[config.mk]
export PLATFORM = sky130hd
export DESIGN_NAME = tmr3_timer
export DESIGN_NICKNAME = d
export VERILOG_FILES = /design/src/rtl/tmr3_pkg.sv /design/src/rtl/tmr3_clksel.sv /design/src/rtl/tmr3_core.sv /design/src/rtl/tmr3_chan.sv /design/src/rtl/tmr3_timer.sv
export SDC_FILE = /design/constraint.sdc
export NUM_CORES = 1
export LEC_CHECK = 0
export ABC_AREA = 1
export BUFFER_PORTS_ARGS = -buffer_cell sky130_fd_sc_hd__buf_2
export CELL_PAD_IN_SITES_DETAIL_PLACEMENT = 0
export CELL_PAD_IN_SITES_GLOBAL_PLACEMENT = 1
export CORE_ASPECT_RATIO = 1.2
export CORE_MARGIN = 2
export CORE_UTILIZATION = 35
export DETAILED_ROUTE_END_ITERATION = 8
export PLACE_DENSITY = 0.7
export RECOVER_POWER = 25
export SETUP_SLACK_MARGIN = 0.05
export SYNTH_ARGS = -nofsm -noshare
export SYNTH_HDL_FRONTEND = slang
export SYNTH_HIERARCHICAL = 1
export SYNTH_SLANG_ARGS = --single-unit
[constraint.sdc]
create_clock -name clk -period 2.46 [get_ports clk]
set_input_delay 0.492 -clock clk [delete_from_list [all_inputs] [get_ports clk]]
set_output_delay 0.492 -clock clk [all_outputs]
set_load 0.05 [all_outputs]
[src/rtl/tmr3_pkg.sv]
package tmr3_pkg;
    localparam int NCH = 3;
    localparam int NF  = NCH + 1;

    typedef enum logic [1:0] {
        MODE_NORMAL = 2'd0,
        MODE_CTC    = 2'd1,
        MODE_PC_FIX = 2'd2,
        MODE_PC_REG = 2'd3
    } mode_e;

    typedef enum logic [1:0] {
        CS_OFF   = 2'd0,
        CS_PRESC = 2'd1,
        CS_PIN   = 2'd2,
        CS_NONE  = 2'd3
    } csel_e;

    typedef enum logic {
        ST_UP   = 1'b0,
        ST_DOWN = 1'b1
    } dir_e;

    localparam logic [2:0] A_CTRL  = 3'd0;
    localparam logic [2:0] A_COUNT = 3'd1;
    localparam logic [2:0] A_CMP0  = 3'd2;
    localparam logic [2:0] A_TOP   = 3'd5;
    localparam logic [2:0] A_FLAG  = 3'd6;
    localparam logic [2:0] A_MASK  = 3'd7;
endpackage

[src/rtl/tmr3_clksel.sv]
module tmr3_clksel
    import tmr3_pkg::*;
(
    input  logic  clk,
    input  logic  rst_n,
    input  csel_e sel,
    input  logic  fall_edge,
    input  logic  presc_tick,
    input  logic  ext_pin,
    output logic  tick
);
    logic sync1, sync2, prev;
    logic pin_edge;

    always_ff @(posedge clk or negedge rst_n) begin
        if (!rst_n) begin
            sync1 <= 1'b0;
            sync2 <= 1'b0;
            prev  <= 1'b0;
        end else begin
            sync1 <= ext_pin;
            sync2 <= sync1;
            prev  <= sync2;
        end
    end

    always_comb begin
        pin_edge = fall_edge ? (prev & ~sync2) : (sync2 & ~prev);
        unique case (sel)
            CS_PRESC: tick = presc_tick;
            CS_PIN:   tick = pin_edge;
            default:  tick = 1'b0;
        endcase
    end

    AST_ONE_PIN_TICK: assert property (@(posedge clk) disable iff (!rst_n)
        (tick && sel == CS_PIN) |=> !(tick && sel == CS_PIN));
endmodule

[src/rtl/tmr3_core.sv]
module tmr3_core
    import tmr3_pkg::*;
#(
    parameter int         W         = 16,
    parameter logic [W-1:0] FIXED_TOP = 16'h00FF
) (
    input  logic         clk,
    input  logic         rst_n,
    input  logic         tick,
    input  mode_e        mode,
    input  logic [W-1:0] top_reg,
    input  logic         cnt_wr,
    input  logic [W-1:0] cnt_wdata,
    output logic [W-1:0] cnt,
    output dir_e         dir,
    output logic         ovf_evt,
    output logic         top_evt,
    output logic         pwm
);
    localparam logic [W-1:0] ONE = 1;

    dir_e         dir_nx;
    logic [W-1:0] cnt_nx;
    logic [W-1:0] top_val;

    assign pwm     = mode[1];
    assign top_val = (mode == MODE_PC_FIX) ? FIXED_TOP : top_reg;

    always_ff @(posedge clk or negedge rst_n) begin
        if (!rst_n) dir <= ST_UP;
        else        dir <= dir_nx;
    end

    always_ff @(posedge clk or negedge rst_n) begin
        if (!rst_n) cnt <= '0;
        else        cnt <= cnt_nx;
    end

    always_comb begin
        dir_nx  = pwm ? dir : ST_UP;
        cnt_nx  = cnt;
        ovf_evt = 1'b0;
        top_evt = 1'b0;
        if (tick) begin
            unique case (mode)
                MODE_NORMAL: begin
                    cnt_nx  = cnt + ONE;
                    ovf_evt = (cnt == '1);
                end
                MODE_CTC: begin
                    if (cnt == top_val) begin
                        cnt_nx  = '0;
                        ovf_evt = 1'b1;
                        top_evt = 1'b1;
                    end else begin
                        cnt_nx = cnt + ONE;
                    end
                end
                default: begin
                    unique case (dir)
                        ST_UP: begin
                            if (cnt >= top_val) begin
                                top_evt = 1'b1;
                                dir_nx  = ST_DOWN;
                                cnt_nx  = (cnt == '0) ? cnt : cnt - ONE;
                            end else begin
                                cnt_nx = cnt + ONE;
                            end
                        end
                        ST_DOWN: begin
                            if (cnt == '0) begin
                                ovf_evt = 1'b1;
                                dir_nx  = ST_UP;
                                cnt_nx  = (top_val == '0) ? cnt : cnt + ONE;
                            end else begin
                                cnt_nx = cnt - ONE;
                            end
                        end
                    endcase
                end
            endcase
        end
        if (cnt_wr) cnt_nx = cnt_wdata;
    end

    AST_HOLD_NO_TICK: assert property (@(posedge clk) disable iff (!rst_n)
        (!tick && !cnt_wr) |=> $stable(cnt));
    AST_NORMAL_STEP: assert property (@(posedge clk) disable iff (!rst_n)
        (tick && !cnt_wr && mode == MODE_NORMAL) |=> (cnt == $past(cnt) + ONE));
endmodule

[src/rtl/tmr3_chan.sv]
module tmr3_chan
    import tmr3_pkg::*;
#(
    parameter int W = 16
) (
    input  logic         clk,
    input  logic         rst_n,
    input  logic         tick,
    input  logic         pwm,
    input  dir_e         dir,
    input  logic         top_evt,
    input  logic [W-1:0] cnt,
    input  logic [W-1:0] buf_val,
    output logic         match,
    output logic         wave
);
    logic [W-1:0] active;
    logic [W-1:0] cmp_val;

    assign cmp_val = pwm ? active : buf_val;
    assign match   = tick && (cnt == cmp_val);

    always_ff @(posedge clk or negedge rst_n) begin
        if (!rst_n) begin
            active <= '0;
            wave   <= 1'b0;
        end else begin
            if (!pwm || top_evt) active <= buf_val;
            if (match) wave <= pwm ? (dir == ST_UP) : ~wave;
        end
    end

    AST_SHADOW_HOLD: assert property (@(posedge clk) disable iff (!rst_n)
        (pwm && !top_evt) |=> $stable(active));
    AST_WAVE_UP_SET: assert property (@(posedge clk) disable iff (!rst_n)
        (pwm && match && dir == ST_UP) |=> wave);
endmodule

[src/rtl/tmr3_timer.sv]
module tmr3_timer
    import tmr3_pkg::*;
#(
    parameter int           W         = 16,
    parameter logic [W-1:0] FIXED_TOP = 16'h00FF
) (
    input  logic           clk,
    input  logic           rst_n,
    input  logic           presc_tick,
    input  logic           ext_pin,
    input  logic           wr_en,
    input  logic [2:0]     wr_addr,
    input  logic [W-1:0]   wr_data,
    input  logic [2:0]     rd_addr,
    output logic [W-1:0]   rd_data,
    output logic [NCH-1:0] wave_out,
    output logic           irq
);
    logic [7:0]     ctrl_q;
    logic [W-1:0]   top_q;
    logic [NF-1:0]  flags_q, mask_q, flag_set, flag_clr;
    logic [W-1:0]   cmp_buf [NCH];
    logic [NCH-1:0] match;
    logic           tick, cnt_wr, ovf_evt, top_evt, pwm;
    logic [W-1:0]   cnt;
    dir_e           dir;
    mode_e          mode;

    assign mode   = mode_e'(ctrl_q[1:0]);
    assign cnt_wr = wr_en && (wr_addr == A_COUNT);

    tmr3_clksel u_clksel (
        .clk(clk), .rst_n(rst_n), .sel(csel_e'(ctrl_q[3:2])), .fall_edge(ctrl_q[4]),
        .presc_tick(presc_tick), .ext_pin(ext_pin), .tick(tick)
    );

    tmr3_core #(.W(W), .FIXED_TOP(FIXED_TOP)) u_core (
        .clk(clk), .rst_n(rst_n), .tick(tick), .mode(mode), .top_reg(top_q),
        .cnt_wr(cnt_wr), .cnt_wdata(wr_data), .cnt(cnt), .dir(dir),
        .ovf_evt(ovf_evt), .top_evt(top_evt), .pwm(pwm)
    );

    for (genvar g = 0; g < NCH; g++) begin : g_ch
        always_ff @(posedge clk or negedge rst_n) begin
            if (!rst_n) cmp_buf[g] <= '0;
            else if (wr_en && (int'(wr_addr) == int'(A_CMP0) + g)) cmp_buf[g] <= wr_data;
        end
        tmr3_chan #(.W(W)) u_chan (
            .clk(clk), .rst_n(rst_n), .tick(tick), .pwm(pwm), .dir(dir),
            .top_evt(top_evt), .cnt(cnt), .buf_val(cmp_buf[g]),
            .match(match[g]), .wave(wave_out[g])
        );
    end

    assign flag_set = {match, ovf_evt};
    assign flag_clr = (wr_en && wr_addr == A_FLAG) ? wr_data[NF-1:0] : '0;

    always_ff @(posedge clk or negedge rst_n) begin
        if (!rst_n) begin
            ctrl_q  <= '0;
            top_q   <= '0;
            mask_q  <= '0;
            flags_q <= '0;
        end else begin
            if (wr_en && wr_addr == A_CTRL) ctrl_q <= wr_data[7:0];
            if (wr_en && wr_addr == A_TOP)  top_q  <= wr_data;
            if (wr_en && wr_addr == A_MASK) mask_q <= wr_data[NF-1:0];
            flags_q <= (flags_q & ~flag_clr) | flag_set;
        end
    end

    assign irq = |(flags_q & mask_q);

    always_comb begin
        rd_data = '0;
        unique case (rd_addr)
            A_CTRL:  rd_data = {{(W-8){1'b0}}, ctrl_q};
            A_COUNT: rd_data = cnt;
            A_TOP:   rd_data = top_q;
            A_FLAG:  rd_data = {{(W-NF){1'b0}}, flags_q};
            A_MASK:  rd_data = {{(W-NF){1'b0}}, mask_q};
            default: begin
                for (int i = 0; i < NCH; i++)
                    if (int'(rd_addr) == int'(A_CMP0) + i) rd_data = cmp_buf[i];
            end
        endcase
    end

    AST_FLAG_CLEAR: assert property (@(posedge clk) disable iff (!rst_n)
        (wr_en && wr_addr == A_FLAG && (&wr_data[NF-1:0]) && flag_set == '0) |=> (flags_q == '0));
    AST_FLAG_STICKY: assert property (@(posedge clk) disable iff (!rst_n)
        (flags_q[0] && !(wr_en && wr_addr == A_FLAG && wr_data[0])) |=> flags_q[0]);
    AST_OVF_WRAP: assert property (@(posedge clk) disable iff (!rst_n)
        (ovf_evt && mode == MODE_NORMAL && !cnt_wr) |=> (cnt == '0));
endmodule

==> flow_summary.yaml, run 1 <==
status:
  status: "finished with violations"
  violations: "capacitance limit, slew limit, setup timing"
pwr:
  pwr-share-comb_pct: 56.1
  ir_worst_vdd_uv: 687
  power-per-cell-area_nw_per_um2: 1100
  p_int_mw: 7.98
  p_switching_mw: 6.25
  p_clk_share_pct: 18.2
  seq_power_share_pct: 25.6
  finalPower_mw: 14.2
  leakage_nw: 6.78
  switching_share_pct: 43.9
setup_path:
  path_class: "reg2reg"
  worstPathRequired_ps: 2780
  crit_start: "ctrl_q[1]"
  path_max_fanout: 8
  crit_arrival_ps: 3100
  crit_path_start_kind: "flop"
  timing.rr.start: "ctrl_q[1]"
  crit_path_end_kind: "flop"
synth:
  ys_seq_elements: 151
  synthFlopType: "dfrtp_1"
  yosysWarnings: 6
  syn_inst: 1493
  synth_nets: 1541
  synth_seq_area_share_pct: 37.1
  ys_async_sr_fraction_pct: 100
  synth_cell_types: 42
  syn_area_um2: 10200
  synth_edf_count: 0
  syn_avg_cell_area_um2: 6.81
route:
  first_pass_iters: 5
  wl_per_cell_um: 18.3
  dr_total_vias: 10000
  ant_nets: 0
  drt_iter0_drc: 600
  drt-total-wl_um: 37300
  drc: 0
  avgViaCountPerCell: 4.92
hold_path:
  hold_class: "in2reg"
  worstHoldStart: "ext_pin"
global_routing:
  grt_pass1_wl_um: 56500
  grtUsageTotal_pct: 24.8
  grt_pass1_vias: 9563
  antenna_found_initial: 0
  gr-total-overflow: 0
  grt_max_degree: 56
sta:
  fin_ws_ps: -317
  final_max_slew_viol_count: 54
  hold_viol: 0
  max_freq_mhz: 360
  fin_skew_ps: 9.36
  rsz0062_at_grt: "true"
  setup_viol: 65
  finalCritPeriodShare_pct: 113
  relSlewSlack_pct: -0.344
  fin_crit_ps: 2780
  tightestPinTransition_ps: 1510
cts:
  clockBufferDepth: 2
  clockRootBuffer: "clkbuf_16"
  worstSkewPairLatency_ps: 430
  ctsHoldBuffers: 0
  cts.htree.levels: 4
  cts-buffers-inserted: 17
  tritoncts: "done"
  cts_sinks: 151
  clkTransAtPathRegs_ps: 60
finish:
  regArea_um2: 3780
  n_antenna_cell: 0
  area_delta_synth_final_pct: 27.5
  multi_input_area_um2: 5740
  fillCellCount: 3031
  mostFrequentLayoutCells: "nand2_1 (470), nor2_1 (171), inv_1 (170)"
  final_nets: 1691
  final_core_util_pct: 45.2
  final_common_cell: "nand2_1"
  drive_gt1_share_pct: 21.0
floorplan:
  die_w_um: 160
  initial_core_util_pct: 35.5
  die_area_um2: 30500
  die_y_um: 191
  design.core.area_um2: 28700
  rows: 68
  num_io_pins: 47
placement:
  dp_hpwl_um: 26700
  place.gp.congestion: 0.958
  placement.io_buffers: 46
flow_run:
  cap_violations: 1
-- registers in the layout, summed over array words and instances (netlist names) --
name,flops
u_core/cnt,16
u_clksel/sync2,1
g_ch.u_chan/active,48
flags_q,4
g_ch.u_chan/wave,3
u_clksel/prev,1
cmp_buf,48
top_q,16
u_core/dir,1
mask_q,4
u_clksel/sync1,1
ctrl_q,8
-- layout make-up --
| cell class | count | share of cell area [%] |
|---|---|---|
| multi-input combinational | 1095 | 44.2 |
| sequential | 151 | 29.1 |
| timing repair buffer | 193 | 13.2 |
| inverter | 185 | 5.41 |
| tap | 385 | 3.71 |
| clock buffer | 21 | 3.55 |
| clock inverter | 9 | 0.791 |
-- power by group through the flow --
stage | logic [mW] | registers [mW] | clock network [mW]
final | 7.99 | 3.65 | 2.59
after global routing | 8.83 | 3.72 | 2.72
after CTS | 7.45 | 3.61 | 2.63
after detailed placement | 6.71 | 3.64 | 0
after global placement | 6.64 | 3.63 | 0
after floorplan | 4.19 | 3.71 | 0
-- metal layers --
layer,wire length (um),part of all wire (%),GRT usage [%],up-vias
met2,18400,49,43.2,221
met1,16100,43,31.7,4758
met4,1190,3.2,9.09,0
li1,-,-,-,4999
met3,1570,4.2,2.65,49
met5,0,0,0,-
-- through the flow --
stage | setup slack, ps | setup TNS, ps | hold slack, ps | instance area (um^2) | cells
after floorplan | -47.8 | -1400 | 196 | 10200 | 1493
after global placement | -311 | -11780 | 339 | 11500 | 1979
after detailed placement | -358 | -14640 | 346 | 11500 | 1979
after CTS | -273 | -11320 | 52.3 | 12600 | 2029
after global routing | -393 | -19570 | 164 | 13000 | 2039
final | -317 | -13410 | 166 | 13000 | 2039
-- cell usage after synthesis (all sizes together), types with 2 or more instances --
cell type / count / area [um^2]
a21o: 2 / 15.0
inv: 185 / 694
o211ai: 3 / 22.5
o21ai: 126 / 631
mux2: 33 / 372
dfrtp: 151 / 3780
nand2: 500 / 1900
xnor2: 12 / 105
mux2i: 3 / 30.0
or2: 6 / 37.5
xor2: 17 / 149
a21oi: 23 / 123
nor2: 188 / 754
ha: 21 / 263
nor3: 9 / 66.3
nand4: 36 / 225
clkbuf: 20 / 77.6
nand3b: 12 / 90.1
nand3: 100 / 510
buf: 42 / 303
-- cell families (layout without fill, tap and decap cells) --
family | Yosys count | after routing | synth area share [%]
xor+xnor | 29 | 29 | 2.50
fa+ha+maj | 21 | 21 | 2.58
flops | 151 | 151 | 37.1
compound gates | 157 | 157 | 8.01
buf+inv | 247 | 408 | 10.6
mux | 36 | 36 | 3.95
simple gates | 852 | 852 | 35.3
-- worst paths after layout --
check | slack (ps) | end | depth (start not counted)
max in group asynchronous | 370 | g_ch[0].u_chan/active[9] | 2
max reg2reg | -320 | g_ch[1].u_chan/active[2] | 16
min reg2reg | 350 | u_clksel/sync2 | 0
min | 170 | u_clksel/sync1 | 1
min in group asynchronous | 430 | g_ch[2].u_chan/wave | 1
max | -320 | g_ch[1].u_chan/active[2] | 16
-- timing repair --
action | 4_1_cts | 5_1_grt
cloned | 7 | 1
pin swaps | 17 | 25
endpoints found under the setup margin | 67 | 68
gates resized for setup | 70 | 79
buffers inserted | 17 | 11
-- worst max-delay path, cell delays in order (launching register included) --
cell and delay [ps]:
dfrtp_2 420, nand2_4 110, inv_8 50, or2_4 230
ha_4 280, nand2_4 50, nor2_4 70, nand2_2 80
o21ai_2 160, nor2_2 70, nand2_2 90, nand3_2 90
a21oi_4 210, buf_6 130, or2_4 160, clkbuf_16 160
mux2_4 290
Power figures use the tool's default switching activity.
==> run 2, diff against run 1 <==
Settings changed: PLACE_DENSITY 0.7 to unset, PLACE_DENSITY_LB_ADDON set to 0.1.
Clock period 2.46 ns to 2.85 ns, I/O delays scaled along.
==> run 2 against run 1 <==
The flow finishes with violations (capacitance limit, slew limit). Wire length decreased by 1.3%. Sequential share of layout area rose by 2.5 points. Critical path depth unchanged. First-iteration DRC count is 15% higher. Worst setup slack improved by 480 ps. Worst hold slack gained 76 ps. Sequential cell count unchanged. Die area unchanged.
==> flow_summary.yaml, run 2 (synthesis gave the netlist of run 1 again) <==
status:
  status: "finished with violations"
  violations: "capacitance limit, slew limit"
hold_path:
  whs_path_depth: 1
  hold_class: "in2reg"
sta:
  fin_skew_ps: 12.4
  hold_viol: 0
  relSlewSlack_pct: -30.8
  max_freq_mhz: 372
  fin_crit_ps: 2690
  tns_ps: 0
  finalCritPeriodShare_pct: 94.4
  setup_viol: 0
  final_max_slew_viol_count: 70
  rsz0062_at_grt: "true"
  tightestPinTransition_ps: 1960
cts:
  worstSkewPairLatency_ps: 440
  cts-buffers-inserted: 17
  tritoncts: "done"
  cts_sinks: 151
  clkTransAtPathRegs_ps: 60
  cts.htree.levels: 4
  clockBufferDepth: 2
  clockRootBuffer: "clkbuf_16"
  ctsHoldBuffers: 0
pwr:
  pwr-share-comb_pct: 51.1
  p_switching_mw: 5.08
  ir_worst_vdd_uv: 673
  seq_power_share_pct: 28.4
  power-per-cell-area_nw_per_um2: 931
  switching_share_pct: 45.6
  p_clk_share_pct: 20.5
  finalPower_mw: 11.1
  leakage_nw: 6.25
  p_int_mw: 6.05
setup_path:
  path_max_fanout: 8
  crit_arrival_ps: 3010
  crit_path_start_kind: "flop"
  reg2regPathDepth: 16
  path_class: "reg2reg"
  slowest_delay_ps: 430
  path_cells: "nand2_4, inv_6, or2_4, ha_4, nand2_4, nor2_4, nand2_2, o21ai_2, nor2_2, nand2_2, nand3_2, a21oi_2, buf_6, or2_4, clkbuf_16, mux2_2"
  crit_path_end_kind: "flop"
  worstPathRequired_ps: 3170
  cp_slowest_cell: "dfrtp_2"
route:
  first_pass_iters: 7
  drt_iter0_drc: 689
  drt-total-wl_um: 36800
  dr_total_vias: 9662
  ant_nets: 0
  avgViaCountPerCell: 4.91
  wl_per_cell_um: 18.7
  drc: 0
floorplan:
  num_io_pins: 47
  design.core.area_um2: 28700
  rows: 68
  die_area_um2: 30500
  die_y_um: 191
  die_w_um: 160
  initial_core_util_pct: 35.5
finish:
  final_nets: 1619
  area_delta_synth_final_pct: 17.6
  drive_gt1_share_pct: 15.2
  final_common_cell: "nand2_1"
  reg_top3: "cmp_buf (48), g_ch.u_chan/active (48)"
  n_antenna_cell: 0
  mostFrequentLayoutCells: "nand2_1 (488), nor2_1 (174), inv_1 (171)"
  final_area_um2: 12000
  final_core_util_pct: 41.7
  fin_cells: 1969
placement:
  place.gp.congestion: 0.881
  dp.cells: 1933
  placement.io_buffers: 46
  place_area_um2: 11100
  dp_hpwl_um: 26900
global_routing:
  grt_pass1_wl_um: 56400
  gr-total-overflow: 0
  antenna_found_initial: 1
  grt_max_degree: 71
  grt_pass1_vias: 9431
  grtUsageTotal_pct: 24.8
flow_run:
  cap_violations: 1
[run 2: changes by cell type in the layout (fill, tap and decap cells not counted), moves of 11 or more]
cell     change
buf_6       -11
nand2_1     +18
o21ai_0     +14
mux2_2      +16
nand2_2     -18
o21ai_1     -11
mux2_4      -18
buf_4       -45
[run 2: area by class of cell]
class / count / area, um^2
fill: 3097 / 16700
multi-input combinational: 1095 / 5480
sequential: 151 / 3780
timing repair buffer: 121 / 943
inverter: 185 / 699
tap: 385 / 482
clock buffer: 20 / 457
clock inverter: 12 / 128
[run 2: repair_timing]
action                                  4_1_cts  5_1_grt
resized for setup                             2       49
endpoints found under the setup margin       21       47
cloned                                        0        2
pin swaps                                     0       12
buffers inserted                              0        2
[run 2: final timing paths]
kind,startpoint,endpoint,slack [ps]
max reg2reg,ctrl_q[1],g_ch[2].u_chan/active[9],160
max,ctrl_q[1],g_ch[2].u_chan/active[9],160
max in group asynchronous,rst_n,ctrl_q[1],870
min reg2reg,u_clksel/sync1,u_clksel/sync2,350
min,ext_pin,u_clksel/sync1,240
min in group asynchronous,rst_n,g_ch[2].u_chan/wave,680
[run 2: critical path: cells and delay by family (launching register included)]
family	cells	cell delay (ps)
adders and majority gates	1	270
muxes	1	320
buffers and inverters	3	340
DFF	1	430
and+or+nand+nor	9	910
AOI/OAI and AO/OA	2	310
[run 2: layer usage]
layer | track usage (%) | vias up | wire length [um]
met5 | 0 | - | 17
met4 | 9.69 | 2 | 1310
met3 | 3.70 | 57 | 1420
met2 | 43.0 | 207 | 17800
met1 | 31.2 | 4538 | 16200
li1 | - | 4858 | -
[run 2: through the flow]
step	hold WS, ps	setup WS, ps
2_1_floorplan	274	254
4_1_cts	191	53.9
3_3_place_gp	332	96.1
5_1_grt	219	41.6
3_5_place_dp	337	50.5
6_report	242	159
[run 2: power groups by stage]
stage	combinational [mW]	clock (mW)	sequential (mW)
floorplan	3.59	0	3.20
global placement	5.38	0	3.18
detailed placement	5.43	0	3.18
CTS	5.45	2.33	3.15
global route	6.38	2.42	3.23
finish	5.69	2.29	3.16
==> run 3, diff against run 2 <==
Settings changed: RECOVER_POWER 25 to unset.
==> run 3 against run 2 <==
The flow now finishes without violations. Combinational power is essentially flat. Worst setup slack is the same. Register-to-register slack is essentially flat. Worst hold slack lost 79 ps. Core utilization is essentially flat. Critical path depth is the same. Sequential share of layout area is essentially flat. First-iteration DRC count is the same.
==> flow_summary.yaml, run 3 (synthesis gave the netlist of run 1 again) <==
finish:
  fillCellCount: 3098
  n_antenna_cell: 0
  regArea_um2: 3780
  area_delta_synth_final_pct: 17.7
  final_common_cell: "nand2_1"
  drive_gt1_share_pct: 15.2
  final_nets: 1619
  fin_cells: 1969
  multi_input_area_um2: 5480
  mostFrequentLayoutCells: "nand2_1 (488), nor2_1 (174), inv_1 (171)"
  reg_top3: "cmp_buf (48), g_ch.u_chan/active (48)"
cts:
  cts_sinks: 151
  tritoncts: "done"
  cts-buffers-inserted: 17
  clkTransAtPathRegs_ps: 60
  cts.htree.levels: 4
  ctsHoldBuffers: 0
  clockRootBuffer: "clkbuf_16"
  clockBufferDepth: 2
  worstSkewPairLatency_ps: 440
placement:
  pre_cts_slack_ps: 50.5
  placement.io_buffers: 46
  dp_hpwl_um: 26900
  place.gp.congestion: 0.881
  dp.cells: 1933
route:
  ant_nets: 0
  first_pass_iters: 7
  wl_per_cell_um: 18.7
  drt-total-wl_um: 36800
  avgViaCountPerCell: 4.91
  dr_total_vias: 9662
  drt_iter0_drc: 689
  drc: 0
setup_path:
  cp_num_buf_inv: 3
  cp_top_family: "simple AND/OR/NAND/NOR gates"
  path_cells: "nand2_4, inv_6, or2_4, ha_4, nand2_4, nor2_4, nand2_2, o21ai_2, nor2_2, nand2_2, nand3_2, a21oi_2, buf_6, or2_4, clkbuf_16, mux2_2"
  crit_path_end_kind: "flop"
  crit_arrival_ps: 3010
  path_class: "reg2reg"
  worstPathRequired_ps: 3170
  slowest_delay_ps: 430
  crit_path_start_kind: "flop"
  cp_slowest_cell: "dfrtp_2"
  path_max_fanout: 8
pwr:
  leakage_nw: 6.25
  power-per-cell-area_nw_per_um2: 930
  ir_worst_vdd_uv: 673
floorplan:
  die_area_um2: 30500
  die_y_um: 191
  die_w_um: 160
  rows: 68
  initial_core_util_pct: 35.5
  design.core.area_um2: 28700
  num_io_pins: 47
sta:
  tns_ps: 0
  final_max_slew_viol_count: 0
  finalCritPeriodShare_pct: 94.4
  fin_crit_ps: 2690
  fin_ws_ps: 159
  setup_viol: 0
  tightestPinTransition_ps: 770
  relSlewSlack_pct: 48.6
  fin_skew_ps: 12.4
  rsz0062_at_grt: "true"
  hold_viol: 0
  whs_ps: 163
  max_freq_mhz: 372
global_routing:
  gr-total-overflow: 0
  antenna_found_initial: 1
  grt_max_degree: 71
  grt_pass1_vias: 9431
  grt_pass1_wl_um: 56400
  grtUsageTotal_pct: 24.8
hold_path:
  hold_class: "in2async"
flow_run:
  cap_violations: 0
status:
  status: "finished, final reports clean"
run 3: cell types whose count changed in the layout (fill, tap and decap cells not counted), sizes merged:
cell / change
buf: +1
clkbuf: -1
run 3: area by class of cell:
class | count | area share, %
multi-input cells | 1095 | 45.8
flip-flops and latches | 151 | 31.6
repair buffers | 121 | 7.93
inverters | 185 | 5.84
well taps | 385 | 4.02
clock buffers | 20 | 3.81
clock inverters | 12 | 1.07
run 3: where the power goes:
part	switching, mW	internal [mW]
combinational	3.64	2.05
clock	0.957	1.33
sequential	0.481	2.68
run 3: per-layer routing:
layer,share of wire (%),GRT usage [%],vias up
met4,3.6,9.69,2
met3,3.9,3.70,57
met1,44,31.2,4538
li1,-,-,4858
met5,0.046,0,-
met2,48,43.0,207
run 3: timing repair:
item / 4_1_cts / 5_1_grt
cloned: 0 / 2
endpoints found under the setup margin: 21 / 47
pin swaps: 0 / 12
buffers inserted: 0 / 2
gates resized for setup: 2 / 49
run 3: final timing paths:
kind / startpoint / endpoint / slack [ps] / cells past startpoint
setup / recovery: ctrl_q[1] / g_ch[2].u_chan/active[9] / 160 / 16
hold / removal: rst_n / g_ch[2].u_chan/wave / 160 / 1
setup reg to reg: ctrl_q[1] / g_ch[2].u_chan/active[9] / 160 / 16
hold reg to reg: u_clksel/sync1 / u_clksel/sync2 / 350 / 0
max in group asynchronous: rst_n / g_ch[0].u_chan/active[4] / 1880 / 2
min in group clk: ext_pin / u_clksel/sync1 / 240 / 1
run 3: worst register-to-register path: stages, from the launching register on:
cell       delay (ps)
dfrtp_2           430
nand2_4            90
inv_6              50
or2_4             240
ha_4              270
nand2_4            50
nor2_4            100
nand2_2            70
o21ai_2           140
nor2_2             60
nand2_2            80
nand3_2            70
a21oi_2           170
buf_6             140
or2_4             160
clkbuf_16         150
mux2_2            320
run 3: stage by stage:
step | cell area, um^2 | utilization [%] | power (mW)
after global routing | 12000 | 41.8 | 12.0
final | 12000 | 41.8 | 11.1
after global placement | 11100 | 38.9 | 8.56
after detailed placement | 11100 | 38.9 | 8.62
after floorplan | 10200 | - | 6.79
after CTS | 11700 | 40.9 | 10.9
